===== config.mk =====
export PLATFORM = sky130hd
export DESIGN_NAME = sram_async_ctrl
export DESIGN_NICKNAME = d
export VERILOG_FILES = /design/src/rtl/sram_ctrl_pkg.sv /design/src/rtl/sram_phase_cnt.sv /design/src/rtl/sram_ctrl_fsm.sv /design/src/rtl/sram_lane_io.sv /design/src/rtl/sram_async_ctrl.sv
export SDC_FILE = /design/constraint.sdc
export NUM_CORES = 1
export LEC_CHECK = 0
export ABC_CLOCK_PERIOD_IN_PS = 2000
export CAP_MARGIN = 25
export CORE_MARGIN = 2
export CORE_UTILIZATION = 42
export CTS_CLUSTER_SIZE = 16
export DETAILED_ROUTE_END_ITERATION = 8
export PLACE_DENSITY_LB_ADDON = 0.1
export SLEW_MARGIN = 20
export SYNTH_ARGS = -nofsm -noshare
export SYNTH_HDL_FRONTEND = slang
export SYNTH_SLANG_ARGS = --single-unit
export TNS_END_PERCENT = 50

===== constraint.sdc =====
create_clock -name clk_i -period 2 [get_ports clk_i]
set_input_delay 0.4 -clock clk_i [delete_from_list [all_inputs] [get_ports clk_i]]
set_output_delay 0.4 -clock clk_i [all_outputs]
set_load 0.01 [all_outputs]

===== src/rtl/sram_ctrl_pkg.sv =====
package sram_ctrl_pkg;

  typedef enum logic [2:0] {
    ST_IDLE   = 3'd0,
    ST_WSETUP = 3'd1,
    ST_WPULSE = 3'd2,
    ST_WHOLD  = 3'd3,
    ST_RACC   = 3'd4,
    ST_TURN   = 3'd5,
    ST_SKIP   = 3'd6
  } ctrl_state_e;

  function automatic int ceil_div(input int num, input int den);
    return (num + den - 1) / den;
  endfunction

  function automatic int max2(input int a, input int b);
    return (a > b) ? a : b;
  endfunction

endpackage


===== src/rtl/sram_phase_cnt.sv =====
module sram_phase_cnt #(
  parameter int CNT_W = 4
) (
  input  logic             clk_i,
  input  logic             rst_ni,
  input  logic             load_i,
  input  logic [CNT_W-1:0] load_val_i,
  output logic             zero_o
);

  logic [CNT_W-1:0] cnt_q;

  always_ff @(posedge clk_i or negedge rst_ni) begin
    if (!rst_ni)            cnt_q <= '0;
    else if (load_i)        cnt_q <= load_val_i;
    else if (cnt_q != '0)   cnt_q <= cnt_q - 1'b1;
  end

  assign zero_o = (cnt_q == '0);

endmodule


===== src/rtl/sram_ctrl_fsm.sv =====
module sram_ctrl_fsm
  import sram_ctrl_pkg::*;
#(
  parameter int SETUP_CYC = 1,
  parameter int PULSE_CYC = 2,
  parameter int HOLD_CYC  = 1,
  parameter int ACC_CYC   = 3
) (
  input  logic clk_i,
  input  logic rst_ni,
  input  logic req_valid_i,
  input  logic req_we_i,
  input  logic req_be_zero_i,
  input  logic lat_we_i,
  output logic accept_o,
  output logic req_ready_o,
  output logic capture_o,
  output logic rsp_valid_o,
  output logic strobe_en_d_o,
  output logic mem_ce_no,
  output logic mem_we_no,
  output logic mem_oe_no,
  output logic dq_oe_o
);

  localparam int MAX_LEN = max2(max2(SETUP_CYC, PULSE_CYC), max2(HOLD_CYC, ACC_CYC));
  localparam int CNT_W   = max2(1, $clog2(MAX_LEN + 1));

  ctrl_state_e      state_q, state_d;
  logic             load;
  logic [CNT_W-1:0] load_val;
  logic             cnt_zero;

  sram_phase_cnt #(.CNT_W(CNT_W)) u_phase_cnt (
    .clk_i      (clk_i),
    .rst_ni     (rst_ni),
    .load_i     (load),
    .load_val_i (load_val),
    .zero_o     (cnt_zero)
  );

  always_comb begin
    state_d  = state_q;
    load     = 1'b0;
    load_val = '0;
    unique case (state_q)
      ST_IDLE: begin
        if (req_valid_i) begin
          if (req_be_zero_i) begin
            state_d = ST_SKIP;
          end else if (req_we_i) begin
            state_d  = ST_WSETUP;
            load     = 1'b1;
            load_val = CNT_W'(SETUP_CYC - 1);
          end else begin
            state_d  = ST_RACC;
            load     = 1'b1;
            load_val = CNT_W'(ACC_CYC - 1);
          end
        end
      end
      ST_WSETUP: if (cnt_zero) begin
        state_d  = ST_WPULSE;
        load     = 1'b1;
        load_val = CNT_W'(PULSE_CYC - 1);
      end
      ST_WPULSE: if (cnt_zero) begin
        state_d  = ST_WHOLD;
        load     = 1'b1;
        load_val = CNT_W'(HOLD_CYC - 1);
      end
      ST_WHOLD: if (cnt_zero) state_d = ST_IDLE;
      ST_RACC:  if (cnt_zero) state_d = ST_TURN;
      ST_TURN:  state_d = ST_IDLE;
      ST_SKIP:  state_d = ST_IDLE;
      default:  state_d = ST_IDLE;
    endcase
  end

  assign accept_o    = (state_q == ST_IDLE) && req_valid_i;
  assign req_ready_o = ((state_q == ST_WHOLD || state_q == ST_RACC) && cnt_zero) ||
                       (state_q == ST_SKIP);
  assign capture_o   = ((state_q == ST_RACC) && cnt_zero) ||
                       ((state_q == ST_SKIP) && !lat_we_i);

  // Pin controls decoded from the next state, so every pin leaves a flop.
  logic wr_d, rd_d;
  assign wr_d          = (state_d == ST_WSETUP) || (state_d == ST_WPULSE) || (state_d == ST_WHOLD);
  assign rd_d          = (state_d == ST_RACC);
  assign strobe_en_d_o = wr_d || rd_d;

  always_ff @(posedge clk_i or negedge rst_ni) begin
    if (!rst_ni) begin
      state_q     <= ST_IDLE;
      mem_ce_no   <= 1'b1;
      mem_we_no   <= 1'b1;
      mem_oe_no   <= 1'b1;
      dq_oe_o     <= 1'b0;
      rsp_valid_o <= 1'b0;
    end else begin
      state_q     <= state_d;
      mem_ce_no   <= !(wr_d || rd_d);
      mem_we_no   <= (state_d != ST_WPULSE);
      mem_oe_no   <= !rd_d;
      dq_oe_o     <= wr_d;
      rsp_valid_o <= capture_o;
    end
  end

  assert_pulse_after_setup_R2: assert property (@(posedge clk_i) disable iff (!rst_ni)
    (state_q == ST_WPULSE && $past(state_q) != ST_WPULSE) |-> $past(state_q) == ST_WSETUP);

  assert_turn_after_read_R8: assert property (@(posedge clk_i) disable iff (!rst_ni)
    (state_q == ST_TURN) |-> $past(state_q) == ST_RACC);

  assert_standby_idle_R9: assert property (@(posedge clk_i) disable iff (!rst_ni)
    (state_q == ST_IDLE || state_q == ST_SKIP || state_q == ST_TURN) |-> mem_ce_no);

endmodule


===== src/rtl/sram_lane_io.sv =====
module sram_lane_io #(
  parameter int LANES  = 2,
  parameter int LANE_W = 8
) (
  input  logic                    clk_i,
  input  logic                    rst_ni,
  input  logic                    strobe_en_i,
  input  logic [LANES-1:0]        be_nxt_i,
  input  logic [LANES-1:0]        be_q_i,
  input  logic                    capture_i,
  input  logic [LANES*LANE_W-1:0] dq_i,
  output logic [LANES-1:0]        strobe_no,
  output logic [LANES*LANE_W-1:0] rdata_o
);

  for (genvar g = 0; g < LANES; g++) begin : g_lane
    always_ff @(posedge clk_i or negedge rst_ni) begin
      if (!rst_ni) begin
        strobe_no[g]                 <= 1'b1;
        rdata_o[g*LANE_W +: LANE_W]  <= '0;
      end else begin
        strobe_no[g] <= !(strobe_en_i && be_nxt_i[g]);
        // A lane left unstrobed floats on the bus; return zero for it.
        if (capture_i)
          rdata_o[g*LANE_W +: LANE_W] <= be_q_i[g] ? dq_i[g*LANE_W +: LANE_W] : '0;
      end
    end
  end

endmodule


===== src/rtl/sram_async_ctrl.sv =====
module sram_async_ctrl
  import sram_ctrl_pkg::*;
#(
  parameter int ADDR_W        = 15,
  parameter int DATA_W        = 16,
  parameter int LANE_W        = 8,
  parameter int CLK_PERIOD_PS = 5000,
  parameter int T_WP_PS       = 7000,
  parameter int T_DS_PS       = 5000,
  parameter int T_AW_PS       = 9000,
  parameter int T_AH_PS       = 1000,
  parameter int T_WC_PS       = 10000,
  parameter int T_AA_PS       = 10000,
  parameter int RD_MARGIN_CYC = 1
) (
  input  logic              clk_i,
  input  logic              rst_ni,
  input  logic              req_valid_i,
  output logic              req_ready_o,
  input  logic              req_we_i,
  input  logic [ADDR_W-1:0] req_addr_i,
  input  logic [DATA_W-1:0] req_wdata_i,
  input  logic [1:0]        req_be_i,
  output logic              rsp_valid_o,
  output logic [DATA_W-1:0] rsp_rdata_o,
  output logic [ADDR_W-1:0] mem_addr_o,
  output logic              mem_ce_no,
  output logic              mem_we_no,
  output logic              mem_oe_no,
  output logic              mem_ub_no,
  output logic              mem_lb_no,
  output logic [DATA_W-1:0] mem_dq_o,
  output logic              mem_dq_oe_o,
  input  logic [DATA_W-1:0] mem_dq_i
);

  localparam int LANES     = DATA_W / LANE_W;
  localparam int PULSE_CYC = max2(1, max2(ceil_div(T_WP_PS, CLK_PERIOD_PS),
                                          ceil_div(T_DS_PS, CLK_PERIOD_PS)));
  localparam int SETUP_CYC = max2(1, ceil_div(T_AW_PS, CLK_PERIOD_PS) - PULSE_CYC);
  localparam int HOLD_CYC  = max2(max2(1, ceil_div(T_AH_PS, CLK_PERIOD_PS)),
                                  ceil_div(T_WC_PS, CLK_PERIOD_PS) - SETUP_CYC - PULSE_CYC);
  localparam int ACC_CYC   = max2(1, ceil_div(T_AA_PS, CLK_PERIOD_PS) + RD_MARGIN_CYC);

  logic              accept, capture, strobe_en_d;
  logic              we_q;
  logic [ADDR_W-1:0] addr_q;
  logic [DATA_W-1:0] wdata_q;
  logic [1:0]        be_q, be_nxt;
  logic [LANES-1:0]  strobe_n;

  always_ff @(posedge clk_i or negedge rst_ni) begin
    if (!rst_ni) begin
      we_q    <= 1'b0;
      addr_q  <= '0;
      wdata_q <= '0;
      be_q    <= '0;
    end else if (accept) begin
      we_q    <= req_we_i;
      addr_q  <= req_addr_i;
      wdata_q <= req_wdata_i;
      be_q    <= req_be_i;
    end
  end

  assign be_nxt = accept ? req_be_i : be_q;

  sram_ctrl_fsm #(
    .SETUP_CYC (SETUP_CYC),
    .PULSE_CYC (PULSE_CYC),
    .HOLD_CYC  (HOLD_CYC),
    .ACC_CYC   (ACC_CYC)
  ) u_fsm (
    .clk_i         (clk_i),
    .rst_ni        (rst_ni),
    .req_valid_i   (req_valid_i),
    .req_we_i      (req_we_i),
    .req_be_zero_i (req_be_i == 2'b00),
    .lat_we_i      (we_q),
    .accept_o      (accept),
    .req_ready_o   (req_ready_o),
    .capture_o     (capture),
    .rsp_valid_o   (rsp_valid_o),
    .strobe_en_d_o (strobe_en_d),
    .mem_ce_no     (mem_ce_no),
    .mem_we_no     (mem_we_no),
    .mem_oe_no     (mem_oe_no),
    .dq_oe_o       (mem_dq_oe_o)
  );

  sram_lane_io #(.LANES(LANES), .LANE_W(LANE_W)) u_lanes (
    .clk_i       (clk_i),
    .rst_ni      (rst_ni),
    .strobe_en_i (strobe_en_d),
    .be_nxt_i    (be_nxt[LANES-1:0]),
    .be_q_i      (be_q[LANES-1:0]),
    .capture_i   (capture),
    .dq_i        (mem_dq_i),
    .strobe_no   (strobe_n),
    .rdata_o     (rsp_rdata_o)
  );

  assign mem_lb_no  = strobe_n[0];
  assign mem_ub_no  = strobe_n[LANES-1];
  assign mem_addr_o = addr_q;
  assign mem_dq_o   = wdata_q;

  assert_we_inside_ce_R2: assert property (@(posedge clk_i) disable iff (!rst_ni)
    !mem_we_no |-> !mem_ce_no);

  assert_oe_off_in_write_R2: assert property (@(posedge clk_i) disable iff (!rst_ni)
    !mem_oe_no |-> mem_we_no);

  assert_addr_held_R4: assert property (@(posedge clk_i) disable iff (!rst_ni)
    (!mem_ce_no && $past(!mem_ce_no)) |-> $stable(mem_addr_o));

  assert_wdata_held_R4: assert property (@(posedge clk_i) disable iff (!rst_ni)
    (mem_dq_oe_o && $past(mem_dq_oe_o)) |-> $stable(mem_dq_o));

  assert_strobe_inside_ce_R5: assert property (@(posedge clk_i) disable iff (!rst_ni)
    (!mem_ub_no || !mem_lb_no) |-> !mem_ce_no);

  assert_rsp_after_ready_R6: assert property (@(posedge clk_i) disable iff (!rst_ni)
    rsp_valid_o |-> $past(req_ready_o));

  assert_rsp_single_R6: assert property (@(posedge clk_i) disable iff (!rst_ni)
    rsp_valid_o |=> !rsp_valid_o);

  assert_no_bus_fight_R8: assert property (@(posedge clk_i) disable iff (!rst_ni)
    mem_dq_oe_o |-> mem_oe_no);

  assert_turnaround_R8: assert property (@(posedge clk_i) disable iff (!rst_ni)
    $past(!mem_oe_no) |-> !mem_dq_oe_o);

endmodule


==> results.md, run 1 <==
- Synth cell types: 36
- CTS buffer count: 9
- Cell with the most instances after synthesis: dfrtp_1
- Non-Filler Instances: 416
- Final hold violations: 0
- Synth area leaders: dfrtp_1 55%, mux2_2 14%, nand2_1 5.4%, dfstp_2 5.1%, nand3_1 3.3%
- Area share of fa/ha/maj cells after synthesis: 0.484%
- 1st-iter DRT viols: 72
- Worst skew pair latency: ~320 ps
- Detail Placement HPWL: 4400 um
- Max H-tree Level: 3
- Worst Clk Skew: 5.80 ps
- Initial antenna violation count: 0
- Synth Area per Inst: 12.2 um2
- Relative slew slack: 67.6%
- Area leader, netlist: dfrtp_1
- Fin crit share: 93.1%
- Die height: 82.4 um
- Largest net degree at the start of global routing: 63
- Max-slew violations: 0
- WP data required: roughly 2200 ps
- Number of remaining DRC errors: 0
- Yosys warnings: 0
- Post-synth EDFFs: 0
- P_leak: 0.00180 uW
- Status: complete, no violations
- Placer congestion estimate: 0.804
- CTS tree: done
- # nets final: 390
- Max Cap Violations: 0
- Die Area: 6790 um2
- Main combinational cell family by area after synthesis: multiplexers
- Mux cell area share after synthesis: 15.5%
- Gr usage total: 18.8%
- Setup Fix Bufs, Post-CTS: 0
- Xor-xnor portion of the synthesized cell area: 1.02%
- Post-placement cell count: 400
- CP Class: reg -> reg
- Synth Area in Compound Gates: 5.81%
- Slew @ Worst Pin: 485 ps
- R2r setup slk: ~140 ps
- DRT Wirelength: 6140 um
- Power Density: around 1600 nW/um2
- Deepest clock path buffer count: 2
- Layout cell share with drive strength beyond 1: 24.6%
- Diode count: 0
- Total power: about 6600 uW
- CTS Root Cell: clkbuf_8
- Via count: 2,020
- Grt total ovfl: 0
- Hold crit path type: in -> async
- Number of global-route vias before repair: ~2.0k
- Drt via density: 4.86
- Synth async-reset ratio: 100%
- Reg clk slew, reported paths: 70 ps
- Global-route wire length before repair: 9580 um
- Sink Count: 62
- Simple-Gate Fraction of Synth Area: 13.5%
- IO Port Bufs: ~110
- Ys flop type: dfrtp_1
- Worst setup EP type: register
- I/O pin count: ~110
- Syn nets: about 270
- Layout area overhead: 57.7%
- Tmin final: 1860 ps
- Top-area cell type share of the netlist area: 55.2%
- Routed len/inst: around 15 um
- VDD IR-drop max: 0.000887 V
- Share of the yosys chip area belonging to registers: 60.3%
- DR pass1 iterations: 4
- Final ANT Viol Nets: 0
- Post-Syn Instances: 211
- Site row count: 28
- Starting density of the core: 43.6%
- Core Box Area: 5920 um2
- Seq cells post-synth: 62
- Critical Path Fanout Max: 5
- Peak Freq: between 0.5 and 0.6 GHz
- Die W: 82.4 um
- Startpoint types: register
- Synth top cells by count: 57 x dfrtp_1, 37 x nand2_1, 32 x mux2_2
- Synthesized cell area: 2580 um2
- Final setup vio count: 0
- RSZ-0062 raised after global routing: no
- Arr. time, crit path: about 2100 ps
[area by class of cell]
type,instances,area (um2)
timing repair buffer,127,1240
sequential,62,1560
clock inverter,7,97.6
inverter,5,18.8
tap,75,93.8
clock buffer,9,124
fill,469,1850
multi-input combinational,131,946
[worst paths after layout]
path,from,cells past startpoint,end
setup / recovery,u_fsm.state_q[0]$_DFF_PN0_,6,u_fsm.mem_ce_no$_DFF_PN1_
hold / removal,rst_ni,2,mem_dq_o[10]$_DFFE_PN0P_
setup reg to reg,u_fsm.state_q[0]$_DFF_PN0_,6,u_fsm.mem_ce_no$_DFF_PN1_
hold reg to reg,u_lanes.rdata_o[0]$_DFFE_PN0P_,2,u_lanes.rdata_o[0]$_DFFE_PN0P_
max in group asynchronous,rst_ni,2,u_fsm.mem_we_no$_DFF_PN1_
min in group clk_i,u_lanes.rdata_o[0]$_DFFE_PN0P_,2,u_lanes.rdata_o[0]$_DFFE_PN0P_
[cells by family after synthesis]
kind of cell,Yosys count
AOI/OAI and AO/OA,19
xor gates and xnor gates,3
adders and majority gates,1
buffers and inverters,18
DFF,62
muxes,36
and+or+nand+nor,72
[flip-flops by register name, summed over array words and instances (netlist names)]
| register | count |
|---|---|
| u_lanes.strobe_no | 2 |
| u_fsm.state_q | 3 |
| we_q | 1 |
| u_fsm.mem_ce_no | 1 |
| mem_addr_o | 15 |
| u_fsm.mem_oe_no | 1 |
| u_fsm.dq_oe_o | 1 |
| u_lanes.rdata_o | 16 |
| u_fsm.rsp_valid_o | 1 |
| u_fsm.mem_we_no | 1 |
| mem_dq_o | 16 |
| be_q | 2 |
| u_fsm.u_phase_cnt.cnt_q | 2 |
[placed cells by master (no fill, tap or decap), types with 2 or more instances in the layout]
cell,synthesis,final
clkdlybuf4s50_1,0,105
dfrtp_1,57,57
nand2_1,37,37
mux2_2,32,32
buf_4,2,18
nand3_1,17,17
clkbuf_8,0,9
a21oi_1,6,6
nor2_1,6,6
dfstp_2,5,5
inv_1,4,4
mux2i_1,4,4
xor2_1,2,2
nor2b_1,2,2
nor3b_1,2,2
nor4_1,2,2
o21ai_0,3,2
o211ai_1,2,2
clkinvlp_4,0,2
bufinv_16,0,2
buf_12,0,2
[layer usage]
layer | share of wire (%) | GRT usage, % | wire (um)
met5 | 0 | 0 | 0
met4 | 1.4 | 8.00 | 85
met3 | 8.3 | 5.76 | 511
met2 | 47 | 28.7 | 2880
met1 | 43 | 24.6 | 2660
[what timing repair did]
item / CTS / global route
gates resized for setup: 2 / 2
hold buffers: 0 / 0
setup endpoints to repair: 1 / 1
[per-stage QoR]
step	cell area (um2)	util, %	hold WS, ps	worst slack, ps	setup TNS (ps)
after floorplan	2580	-	104	313	0
after global placement	3860	65.2	439	-44.1	-456
after detailed placement	3860	65.2	439	-97.5	-2110
after CTS	4080	68.9	84.2	28.8	0
after global routing	4070	68.8	95.2	45.5	0
final	4070	68.8	82.9	139	0
[power breakdown]
part | internal [uW] | switching [uW]
combinational | 1850 | 1320
sequential | 1900 | 357
clock | 705 | 498
[worst max-delay path, stage by stage (launching register included)]
cell	delay (ps)
dfrtp_1	450
buf_4	190
or4b_1	540
a21oi_2	230
a2111oi_4	50
buf_4	180
xor2_1	150
Power figures use the tool's default switching activity.
==> inputs of run 2 (changes only) <==
- CAP_MARGIN: 25 -> 20
==> results of run 2 <==
No change in the layout: final DEF, timing and power equal those of run 1.
